===== src/rtl/gate_check_pkg.sv =====
package gate_check_pkg;

  localparam logic [2:0] KIND_INTR = 3'd1;
  localparam logic [2:0] KIND_TRAP = 3'd2;
  localparam logic [2:0] KIND_TASK = 3'd3;

  typedef enum logic [3:0] {
    ST_IDLE  = 4'd0,
    ST_VLIM  = 4'd1,
    ST_GKIND = 4'd2,
    ST_GDPL  = 4'd3,
    ST_GPRES = 4'd4,
    ST_CNULL = 4'd5,
    ST_CLIM  = 4'd6,
    ST_CKIND = 4'd7,
    ST_CPRES = 4'd8,
    ST_CPRIV = 4'd9
  } stateT;

  typedef enum logic [1:0] {
    FLT_NONE = 2'd0,
    FLT_GP   = 2'd1,
    FLT_NP   = 2'd2
  } faultT;

  typedef enum logic [1:0] {
    DSP_NONE  = 2'd0,
    DSP_TASK  = 2'd1,
    DSP_INNER = 2'd2,
    DSP_SAME  = 2'd3
  } dispT;

  typedef enum logic [1:0] {
    ERR_ZERO = 2'd0,
    ERR_VEC  = 2'd1,
    ERR_SEL  = 2'd2,
    ERR_EXT  = 2'd3
  } errSrcT;

  // control -> datapath
  typedef struct packed {
    logic   capture;
    logic   finish;
    faultT  fault;
    errSrcT errSrc;
    dispT   disp;
  } strobeT;

  // datapath -> control
  typedef struct packed {
    logic vecLimFail;
    logic kindBad;
    logic isTask;
    logic dplFail;
    logic gateAbsent;
    logic selNull;
    logic selLimFail;
    logic notCode;
    logic codeAbsent;
    logic goInner;
    logic goSame;
  } statusT;

endpackage


===== src/rtl/gate_check_dp.sv =====
module gate_check_dp
  import gate_check_pkg::*;
#(
  parameter int VEC_W = 8,
  parameter int SEL_W = 16,
  parameter int LIM_W = 16,
  parameter int DPL_W = 2
) (
  input  logic             clk,
  input  logic             rst_n,
  input  strobeT           strb,
  input  logic [VEC_W-1:0] vector,
  input  logic [LIM_W-1:0] tableLimit,
  input  logic [2:0]       gateKind,
  input  logic [DPL_W-1:0] gateDpl,
  input  logic             gatePresent,
  input  logic [DPL_W-1:0] cpl,
  input  logic             swOrigin,
  input  logic             extEvent,
  input  logic [SEL_W-1:0] codeSel,
  input  logic [LIM_W-1:0] codeTableLimit,
  input  logic             codeIsCode,
  input  logic             codeConforming,
  input  logic [DPL_W-1:0] codeDpl,
  input  logic             codePresent,
  output statusT           stat,
  output logic             done,
  output logic [1:0]       faultClass,
  output logic [SEL_W-1:0] errCode,
  output logic [1:0]       dispatch
);

  localparam int VTOP_W = VEC_W + 3;
  localparam int CMP_W  = ((VTOP_W > LIM_W) ? VTOP_W : LIM_W) + 1;
  localparam int SCMP_W = ((SEL_W > LIM_W) ? SEL_W : LIM_W) + 1;
  localparam int VPAD_W = SEL_W - VTOP_W;

  // captured request
  logic [VEC_W-1:0] vecQ;
  logic [LIM_W-1:0] tabLimQ;
  logic [2:0]       kindQ;
  logic [DPL_W-1:0] gDplQ;
  logic             gPresQ;
  logic [DPL_W-1:0] cplQ;
  logic             swQ;
  logic             extQ;
  logic [SEL_W-1:0] selQ;
  logic [LIM_W-1:0] cLimQ;
  logic             isCodeQ;
  logic             confQ;
  logic [DPL_W-1:0] cDplQ;
  logic             cPresQ;

  always_ff @(posedge clk) begin
    if (!rst_n) begin
      vecQ    <= '0;
      tabLimQ <= '0;
      kindQ   <= '0;
      gDplQ   <= '0;
      gPresQ  <= 1'b0;
      cplQ    <= '0;
      swQ     <= 1'b0;
      extQ    <= 1'b0;
      selQ    <= '0;
      cLimQ   <= '0;
      isCodeQ <= 1'b0;
      confQ   <= 1'b0;
      cDplQ   <= '0;
      cPresQ  <= 1'b0;
    end else if (strb.capture) begin
      vecQ    <= vector;
      tabLimQ <= tableLimit;
      kindQ   <= gateKind;
      gDplQ   <= gateDpl;
      gPresQ  <= gatePresent;
      cplQ    <= cpl;
      swQ     <= swOrigin;
      extQ    <= extEvent;
      selQ    <= codeSel;
      cLimQ   <= codeTableLimit;
      isCodeQ <= codeIsCode;
      confQ   <= codeConforming;
      cDplQ   <= codeDpl;
      cPresQ  <= codePresent;
    end
  end

  // check conditions on the captured request
  logic [CMP_W-1:0]  vecTop;
  logic [CMP_W-1:0]  tabLimExt;
  logic [SCMP_W-1:0] selTop;
  logic [SCMP_W-1:0] cLimExt;

  always_comb begin
    vecTop    = CMP_W'({vecQ, 3'b111});
    tabLimExt = CMP_W'(tabLimQ);
    selTop    = SCMP_W'({selQ[SEL_W-1:3], 3'b111});
    cLimExt   = SCMP_W'(cLimQ);

    stat.vecLimFail = vecTop > tabLimExt;
    stat.kindBad    = !((kindQ == KIND_INTR) || (kindQ == KIND_TRAP) ||
                        (kindQ == KIND_TASK));
    stat.isTask     = kindQ == KIND_TASK;
    stat.dplFail    = swQ && (gDplQ < cplQ);
    stat.gateAbsent = !gPresQ;
    stat.selNull    = selQ[SEL_W-1:2] == '0;
    stat.selLimFail = selTop > cLimExt;
    stat.notCode    = !isCodeQ;
    stat.codeAbsent = !cPresQ;
    stat.goInner    = !confQ && (cDplQ < cplQ);
    stat.goSame     = confQ || (cDplQ == cplQ);
  end

  // error code forms
  logic [SEL_W-1:0] vecCode;
  logic [SEL_W-1:0] selCode;
  logic [SEL_W-1:0] extCode;
  logic [SEL_W-1:0] pickCode;

  always_comb begin
    vecCode = {{VPAD_W{1'b0}}, vecQ, 2'b01, extQ};
    selCode = {selQ[SEL_W-1:2], 1'b0, extQ};
    extCode = {{(SEL_W-1){1'b0}}, extQ};
    unique case (strb.errSrc)
      ERR_VEC: pickCode = vecCode;
      ERR_SEL: pickCode = selCode;
      ERR_EXT: pickCode = extCode;
      default: pickCode = '0;
    endcase
  end

  // held result
  always_ff @(posedge clk) begin
    if (!rst_n) begin
      done       <= 1'b0;
      faultClass <= 2'd0;
      errCode    <= '0;
      dispatch   <= 2'd0;
    end else if (strb.capture) begin
      done       <= 1'b0;
      faultClass <= 2'd0;
      errCode    <= '0;
      dispatch   <= 2'd0;
    end else if (strb.finish) begin
      done       <= 1'b1;
      faultClass <= strb.fault;
      errCode    <= pickCode;
      dispatch   <= strb.disp;
    end
  end


  result_hold_chk: assert property (@(posedge clk) disable iff (!rst_n)
    done && !strb.capture |=> done && $stable(faultClass) && $stable(errCode)
                              && $stable(dispatch));


  fault_disp_excl_chk: assert property (@(posedge clk) disable iff (!rst_n)
    done |-> ((faultClass == 2'd0) != (dispatch == 2'd0)));


  task_dispatch_chk: assert property (@(posedge clk) disable iff (!rst_n)
    done && (dispatch == DSP_TASK) |-> (kindQ == KIND_TASK) && gPresQ);


  inner_rule_chk: assert property (@(posedge clk) disable iff (!rst_n)
    done && (dispatch == DSP_INNER) |-> !confQ && (cDplQ < cplQ));


  null_code_chk: assert property (@(posedge clk) disable iff (!rst_n)
    strb.finish && (strb.errSrc == ERR_EXT) |=> errCode[SEL_W-1:1] == '0);

endmodule


===== src/rtl/gate_check_ctrl.sv =====
module gate_check_ctrl
  import gate_check_pkg::*;
(
  input  logic   clk,
  input  logic   rst_n,
  input  logic   start,
  input  statusT stat,
  output strobeT strb,
  output logic   busy
);

  stateT state;
  stateT nextState;

  always_ff @(posedge clk) begin
    if (!rst_n) state <= ST_IDLE;
    else        state <= nextState;
  end

  assign busy = state != ST_IDLE;

  always_comb begin
    nextState   = state;
    strb.capture = 1'b0;
    strb.finish  = 1'b0;
    strb.fault   = FLT_NONE;
    strb.errSrc  = ERR_ZERO;
    strb.disp    = DSP_NONE;
    unique case (state)
      ST_IDLE: begin
        if (start) begin
          strb.capture = 1'b1;
          nextState    = ST_VLIM;
        end
      end
      ST_VLIM: begin
        if (stat.vecLimFail) begin
          strb.finish = 1'b1; strb.fault = FLT_GP; strb.errSrc = ERR_VEC;
          nextState   = ST_IDLE;
        end else nextState = ST_GKIND;
      end
      ST_GKIND: begin
        if (stat.kindBad) begin
          strb.finish = 1'b1; strb.fault = FLT_GP; strb.errSrc = ERR_VEC;
          nextState   = ST_IDLE;
        end else nextState = ST_GDPL;
      end
      ST_GDPL: begin
        if (stat.dplFail) begin
          strb.finish = 1'b1; strb.fault = FLT_GP; strb.errSrc = ERR_VEC;
          nextState   = ST_IDLE;
        end else nextState = ST_GPRES;
      end
      ST_GPRES: begin
        if (stat.gateAbsent) begin
          strb.finish = 1'b1; strb.fault = FLT_NP; strb.errSrc = ERR_VEC;
          nextState   = ST_IDLE;
        end else if (stat.isTask) begin
          strb.finish = 1'b1; strb.disp = DSP_TASK;
          nextState   = ST_IDLE;
        end else nextState = ST_CNULL;
      end
      ST_CNULL: begin
        if (stat.selNull) begin
          strb.finish = 1'b1; strb.fault = FLT_GP; strb.errSrc = ERR_EXT;
          nextState   = ST_IDLE;
        end else nextState = ST_CLIM;
      end
      ST_CLIM: begin
        if (stat.selLimFail) begin
          strb.finish = 1'b1; strb.fault = FLT_GP; strb.errSrc = ERR_SEL;
          nextState   = ST_IDLE;
        end else nextState = ST_CKIND;
      end
      ST_CKIND: begin
        if (stat.notCode) begin
          strb.finish = 1'b1; strb.fault = FLT_GP; strb.errSrc = ERR_SEL;
          nextState   = ST_IDLE;
        end else nextState = ST_CPRES;
      end
      ST_CPRES: begin
        if (stat.codeAbsent) begin
          strb.finish = 1'b1; strb.fault = FLT_NP; strb.errSrc = ERR_SEL;
          nextState   = ST_IDLE;
        end else nextState = ST_CPRIV;
      end
      ST_CPRIV: begin
        strb.finish = 1'b1;
        nextState   = ST_IDLE;
        if (stat.goInner)     strb.disp = DSP_INNER;
        else if (stat.goSame) strb.disp = DSP_SAME;
        else begin
          strb.fault  = FLT_GP;
          strb.errSrc = ERR_SEL;
        end
      end
      default: nextState = ST_IDLE;
    endcase
  end


  start_busy_chk: assert property (@(posedge clk) disable iff (!rst_n)
    start && !busy |=> busy && (state == ST_VLIM));


  step_order_chk: assert property (@(posedge clk) disable iff (!rst_n)
    busy && (state != ST_VLIM) |-> $past(busy) &&
      (4'(state) == 4'($past(state)) + 4'd1));


  no_restart_chk: assert property (@(posedge clk) disable iff (!rst_n)
    busy |-> !strb.capture);

endmodule


===== src/rtl/gate_check_top.sv =====
module gate_check_top
  import gate_check_pkg::*;
#(
  parameter int VEC_W = 8,
  parameter int SEL_W = 16,
  parameter int LIM_W = 16,
  parameter int DPL_W = 2
) (
  input  logic             clk,
  input  logic             rst_n,
  input  logic             start,
  input  logic [VEC_W-1:0] vector,
  input  logic [LIM_W-1:0] tableLimit,
  input  logic [2:0]       gateKind,
  input  logic [DPL_W-1:0] gateDpl,
  input  logic             gatePresent,
  input  logic [DPL_W-1:0] cpl,
  input  logic             swOrigin,
  input  logic             extEvent,
  input  logic [SEL_W-1:0] codeSel,
  input  logic [LIM_W-1:0] codeTableLimit,
  input  logic             codeIsCode,
  input  logic             codeConforming,
  input  logic [DPL_W-1:0] codeDpl,
  input  logic             codePresent,
  output logic             busy,
  output logic             done,
  output logic [1:0]       faultClass,
  output logic [SEL_W-1:0] errCode,
  output logic [1:0]       dispatch
);

  strobeT strb;
  statusT stat;

  gate_check_ctrl u_ctrl (
    .clk   (clk),
    .rst_n (rst_n),
    .start (start),
    .stat  (stat),
    .strb  (strb),
    .busy  (busy)
  );

  gate_check_dp #(
    .VEC_W (VEC_W),
    .SEL_W (SEL_W),
    .LIM_W (LIM_W),
    .DPL_W (DPL_W)
  ) u_dp (
    .clk            (clk),
    .rst_n          (rst_n),
    .strb           (strb),
    .vector         (vector),
    .tableLimit     (tableLimit),
    .gateKind       (gateKind),
    .gateDpl        (gateDpl),
    .gatePresent    (gatePresent),
    .cpl            (cpl),
    .swOrigin       (swOrigin),
    .extEvent       (extEvent),
    .codeSel        (codeSel),
    .codeTableLimit (codeTableLimit),
    .codeIsCode     (codeIsCode),
    .codeConforming (codeConforming),
    .codeDpl        (codeDpl),
    .codePresent    (codePresent),
    .stat           (stat),
    .done           (done),
    .faultClass     (faultClass),
    .errCode        (errCode),
    .dispatch       (dispatch)
  );


  reset_idle_chk: assert property (@(posedge clk)
    !rst_n |=> !busy && !done);

endmodule


===== config.mk =====
export PLATFORM = sky130hd
export DESIGN_NAME = gate_check_top
export DESIGN_NICKNAME = d
export VERILOG_FILES = /design/src/rtl/gate_check_pkg.sv /design/src/rtl/gate_check_dp.sv /design/src/rtl/gate_check_ctrl.sv /design/src/rtl/gate_check_top.sv
export SDC_FILE = /design/constraint.sdc
export NUM_CORES = 1
export LEC_CHECK = 0
export BUFFER_PORTS_ARGS = -buffer_cell sky130_fd_sc_hd__buf_2
export CAP_MARGIN = 5
export CORE_ASPECT_RATIO = 1.5
export CORE_MARGIN = 2
export CORE_UTILIZATION = 45
export CTS_CLUSTER_DIAMETER = 50
export DETAILED_ROUTE_END_ITERATION = 7
export GPL_ROUTABILITY_DRIVEN = 0
export PLACE_DENSITY = 0.68
export REMOVE_ABC_BUFFERS = 1
export SYNTH_ARGS = -nofsm -noshare
export SYNTH_HDL_FRONTEND = slang
export SYNTH_SLANG_ARGS = --single-unit
export TNS_END_PERCENT = 100

===== constraint.sdc =====
create_clock -name clk -period 3.1 [get_ports clk]
set_clock_uncertainty 0.05 [all_clocks]
set_input_delay 0.155 -clock clk [delete_from_list [all_inputs] [get_ports clk]]
set_output_delay 0.155 -clock clk [all_outputs]
set_load 0.05 [all_outputs]

# After elaboration in Yosys (flattened, before gate mapping)
# Index checks and enable logic that the tools add are counted.
# op_classes
magnitude_cmp	4
eq_ne	17
mux	32
n_bitwise	1
reduce_logical	10
# ops
cell	count
$pmux 16 s3	1
$pmux 5 s9	1
$pmux 4 s9	1
$mux 5	7
$mux 4	5
$mux 3	6
$eq 4x3->1 const B	4
$gt 11x16->1	1
$gt 16x16->1	1
$logic_not 14->1	1
$mux 2	5
$eq 4x2->1 const B	2
$eq 4x4->1 const B	2
$eq 3x2->1 const B	2
$mux 1	5
$eq 2x2->1 const B	2
$eq 4x1->1 const B	1
$logic_not 4->1	1
$lt 2x2->1	2
$pmux 2 s2	1
$reduce_bool 4->1	1
$eq 3x1->1 const B	1
$logic_or 1x1->1	3
$eq 2x1->1 const B	1
6 further kinds	7
# totals
register_bits	96
inputBits	74
output_inout_bits	22
elab_cells	83

# Longest topological paths before layout
# logic_depth
word_depth	7
ltp_mapped	10
depth_no_buf	8

# Cells and area by module
# A second synthesis with hierarchy kept.
# unflattened
hier_cells	480
area_unflattened_um2	4591.9
# by_module_without_submodules
mod	instances	cells_per_inst	area_per_inst_um2	seq_area_each_um2
gate_check_dp	1	411	4134.0	1801.7
gate_check_ctrl	1	69	457.9	80.1

# Worst setup path before layout
# OpenSTA, ideal clock, no wires.
# synth_path
path_kind	register to register
from	reg u_dp.tabLimQ[10]
to	reg u_dp.errCode[10]
setup_time_ns	0.064
arrival_time_ns	2.250
required_ns	2.986
path_slack_ns	0.736
stages_incl_launch_ff	11
n_path_buf	2
synth_period_minus_slack_ns	2.364
cell_sequence	dfxtp_1 > inv_1 > ha_1 > nand3_2 > nor4_4 > a2111oi_2 > a311o_1 > buf_6 > buf_6 > or4b_1 > nand4_1
# synth_via
elab_chain_cells	5
elab_cells_between_ends	7
cone_classes	order compare: 1; eq/ne: 3; mux: 3
# synth_lines
element	line_no	source
start: declaration	gate_check_dp.sv:40	logic [LIM_W-1:0] tabLimQ;
start signal: assignment	gate_check_dp.sv:72	tabLimQ <= tableLimit;
$gt 11x16->1 *	gate_check_dp.sv:100	stat.vecLimFail = vecTop > tabLimExt;
$mux 5 *	gate_check_ctrl.sv:37	if (stat.vecLimFail) begin
$pmux 5 s9 *	gate_check_ctrl.sv:29	unique case (state)
$eq 2x2->1 or $eq 2x1->1 (tied branches)	gate_check_dp.sv:124	unique case (strb.errSrc)
$pmux 16 s3	gate_check_dp.sv:124	
end signal: assignment	gate_check_dp.sv:147	errCode <= pickCode;
end: declaration	gate_check_dp.sv:29	output logic [SEL_W-1:0] errCode,
# Every way passes the cells marked *; elsewhere a longest branch is shown, timed or not.
# A chain may end at the register's enable or synchronous reset.

# Worst setup path in the final report
# layout_path
from	reg u_dp.tabLimQ[10]
to	reg u_dp.errCode[12]
# The elaborated chain is that of the path after synthesis.

==> metrics.log <==
INFO  metric status = completed
INFO  metric total_drc_errors_in_the_routed_layout = 0
INFO  metric timing.hold.worst.class = in2reg
INFO  metric hold_fix_buffer_count_after_cts = 0
INFO  metric multi_input_comb_area = 0.00251 mm^2
INFO  metric synth_seq_area_share = 0.405
INFO  metric netlist.area_leader.share = 0.405
INFO  metric portBuffers = 93
INFO  metric synth_seq_cells = 94
INFO  metric die-width = 87.0 um
INFO  metric n_fill_cell = 975
INFO  metric dieHeight = 128 um
INFO  metric startpoint = u_dp.tabLimQ[10]
INFO  metric design.final.nets = 743
INFO  metric synth_enable_flop_cells = 0
INFO  metric critical_path.top_delay_family = compound AO/OA/AOI/OAI gates
INFO  metric min_tclk_post_route = 2710 ps
INFO  metric clock_tree.root_cell = clkbuf_16
INFO  metric final_min_period_over_clock_period = 0.875
INFO  metric finalHoldViolations = 0
INFO  metric max-slew-margin-rel = 0.490
INFO  metric detail_route.iter0.violations = 232
INFO  metric worstPathArrival = 2890 ps
INFO  metric cpPeakStageDelay = 470 ps
INFO  metric numCtsBuffers = 9
INFO  metric cts.path.max_buffers = 2
INFO  metric cts_htree_levels = 3
INFO  metric grt_antenna_before_repair = 0
INFO  metric leakage = 2.30 nW
INFO  metric wire_length_of_the_first_global_routing_pass = 18100 um
INFO  metric total_power_density_per_cell_area = 566 mW/mm^2
INFO  metric crit_path_top_delay_cell = a2111oi_2
INFO  metric max_cap_viol_count = 0
INFO  metric io_pins = 96
INFO  metric ir_worst_vdd = 341 uV
INFO  metric reg_to_reg_start = u_dp.tabLimQ[10]
INFO  metric antenna_cells_inserted = 0
INFO  metric drt_pre_antenna_iters = 4
INFO  metric synth-warning-count = 0
INFO  metric tritoncts_clock_tree = yes
INFO  metric worstPathCellList = inv_1, ha_1, nand3_2, a211o_1, a2111oi_2, a311o_1, buf_4, nor3_1, buf_4, a32o_1
INFO  metric maximum_number_of_pins_on_one_net_before_global_route_repair = 72
INFO  metric cp_max_fo = 18
INFO  metric row_count = 45
INFO  metric viasPerCell = 5.45
INFO  metric die_area = 0.0112 mm^2
INFO  metric start_kind = register
INFO  metric clkLatencyLatePin = 340 ps
INFO  metric synthesis.instances = 563
INFO  metric netlist.top_cell.by_area = dfxtp_1
INFO  metric gr-total-overflow = 0
INFO  metric critical_path_buf_inv_count = 3
INFO  metric totalWireLength = 11000 um
INFO  metric timing.final.max_slew_violations = 0
INFO  metric top_post_synthesis_cells_by_area = dfxtp_1 (41%), nand2_1 (13%), a21boi_0 (11%)
INFO  metric final_util = 0.549
INFO  metric vias_in_the_first_global_route = 4022
INFO  metric path_common_cell = buf_4
INFO  metric grt_use_total = 0.202
INFO  metric worst_setup_hold_path_clk_slew = 70 ps
INFO  metric postSynth.topFlopCell = dfxtp_1
INFO  metric rsz0062_at_grt = no
INFO  metric netlist_area = 0.00464 mm^2
INFO  metric cts_resized = 0
INFO  metric fp.coreArea = 0.0101 mm^2
INFO  metric post_route_cells_drive_above_1_share = 0.205
INFO  metric achievable-frequency = 369 MHz
INFO  metric cts.sink_count = 94
INFO  metric yosys.cell_types.count = 50
INFO  metric initial_core_util = 0.461
INFO  metric async_flop_share = 0
INFO  metric final.hold.worst_slack = 9.16 ps
INFO  metric min_from = codeSel[11]
INFO  metric post-cts-setup-buffer-count = 0
INFO  metric dr_total_vias = 4178
INFO  metric required_time_at_the_worst_slack_endpoint = 3280 ps
INFO  metric placedInstanceArea = 0.00519 mm^2
INFO  metric post_synth.cell_area_avg = 8.25 um^2
INFO  metric critical_path_class = reg2reg
INFO  metric hpwl_reported_at_the_end_of_detailed_placement = 8210 um
INFO  metric cp-end-kind = register
INFO  metric postLayoutCellArea = 0.00553 mm^2
INFO  metric post_drt_wl_per_cell = 14.4 um
INFO  metric route.antenna.remaining_nets = 0
INFO  metric worst_pin_slew = 761 ps
INFO  metric flow.area_growth_from_synthesis = 19.2%
INFO  metric final-setup-viol-count = 0
INFO  metric layout.area.seq = 0.00188 mm^2
layout by cell type, fill, tap and decap left out, types with 2 or more instances in the layout:
| cell | instances |
|---|---|
| inv_1 | 29 |
| and3_1 | 2 |
| buf_4 | 12 |
| nand2_1 | 164 |
| nor2b_1 | 6 |
| a211o_1 | 2 |
| a31oi_1 | 5 |
| and4_1 | 3 |
| a32o_1 | 10 |
| or4b_1 | 8 |
| nand3b_1 | 2 |
| nand4_1 | 22 |
| clkbuf_8 | 3 |
| a211oi_1 | 4 |
| o21ai_0 | 7 |
| nor4_1 | 5 |
| buf_2 | 93 |
| nor3_1 | 5 |
| o32ai_1 | 2 |
| ha_1 | 24 |
| nand3_2 | 2 |
| clkbuf_16 | 9 |
| o2111ai_1 | 8 |
| o31a_1 | 2 |
| nand3_1 | 3 |
| o22ai_1 | 4 |
| bufinv_16 | 2 |
| nand2b_1 | 3 |
| a21boi_0 | 69 |
| dfxtp_1 | 94 |
| nor2_1 | 10 |
| a21oi_1 | 14 |
kinds of logic after synthesis:
family                   Yosys count  share of synthesized area
AO/OA/AOI/OAI                    136                      0.221
AND/OR/NAND/NOR                  245                      0.249
flip-flops                        94                      0.405
buffers and inverters             63                     0.0576
multiplexers                       1                    0.00216
adder cells (fa/ha/maj)           24                     0.0647
worst min-delay path: cells and delay by family:
family	cells	cell delay, ps
compound gates	1	60
buf+inv	1	90
simple gates	1	40
routing by layer:
| layer | vias up | routed length [um] | global-route usage |
|---|---|---|---|
| met5 | - | 0 | 0 |
| met4 | 0 | 197 | 0.0726 |
| met3 | 11 | 425 | 0.0346 |
| met2 | 87 | 5680 | 0.359 |
| met1 | 1940 | 4740 | 0.240 |
| li1 | 2140 | - | - |
flip-flops by register name, summed over array words and instances (netlist names):
signal	cells
u_dp.errCode	16
u_dp.dispatch	2
u_dp.gDplQ	2
u_dp.faultClass	2
u_dp.confQ	1
u_dp.kindQ	3
u_dp.isCodeQ	1
u_dp.extQ	1
u_dp.cPresQ	1
u_dp.tabLimQ	16
u_dp.cDplQ	2
u_dp.swQ	1
u_dp.cplQ	2
u_dp.done	1
u_dp.gPresQ	1
u_ctrl.state	4
u_dp.vecQ	8
u_dp.selQ	14
u_dp.cLimQ	16
area by class of cell:
type	count	area share
multi-input cells	406	0.453
inverters	29	0.0197
well taps	117	0.0265
flip-flops and latches	94	0.340
repair buffers	105	0.100
clock buffers	13	0.0488
clock inverters	3	0.0118
cell usage after synthesis, types with 4 or more instances:
library cell  count
nor2_1           10
a21boi_0         69
o21ai_0           7
a211oi_1          4
ha_1             24
clkbuf_1         25
dfxtp_1          94
nor4_1            5
or4b_1            8
a31oi_1           5
o2111ai_1         8
buf_2             4
inv_1            29
o22ai_1           4
nor3_1            6
nand2_1         164
nor2b_1           6
nand3_1           4
nand4_1          22
a32o_1           10
a21oi_1          14
through the flow:
stage	std cells	TNS (ps)	setup WS, ps	power, mW
after detailed placement	751	0	92.7	1.95
after floorplan	529	-6500	-491	1.75
after CTS	767	0	81.7	3.17
after global placement	751	0	179	1.93
final	767	0	388	3.13
after global routing	767	0	99.7	3.29
where the power goes:
part,internal (mW),switching [mW],total (mW),leakage [nW]
logic,0.214,0.347,0.561,1.36
registers,1.29,0.0711,1.36,0.768
clock network,0.771,0.439,1.21,0.166
path summary, 6_finish.rpt:
path	endpoint	slack, ps	cells after the start
max	u_dp.errCode[12]	390	10
min	u_dp.selQ[11]	9	3
max reg2reg	u_dp.errCode[12]	390	10
min reg2reg	u_dp.errCode[13]	410	1
Power figures use the tool's default switching activity.
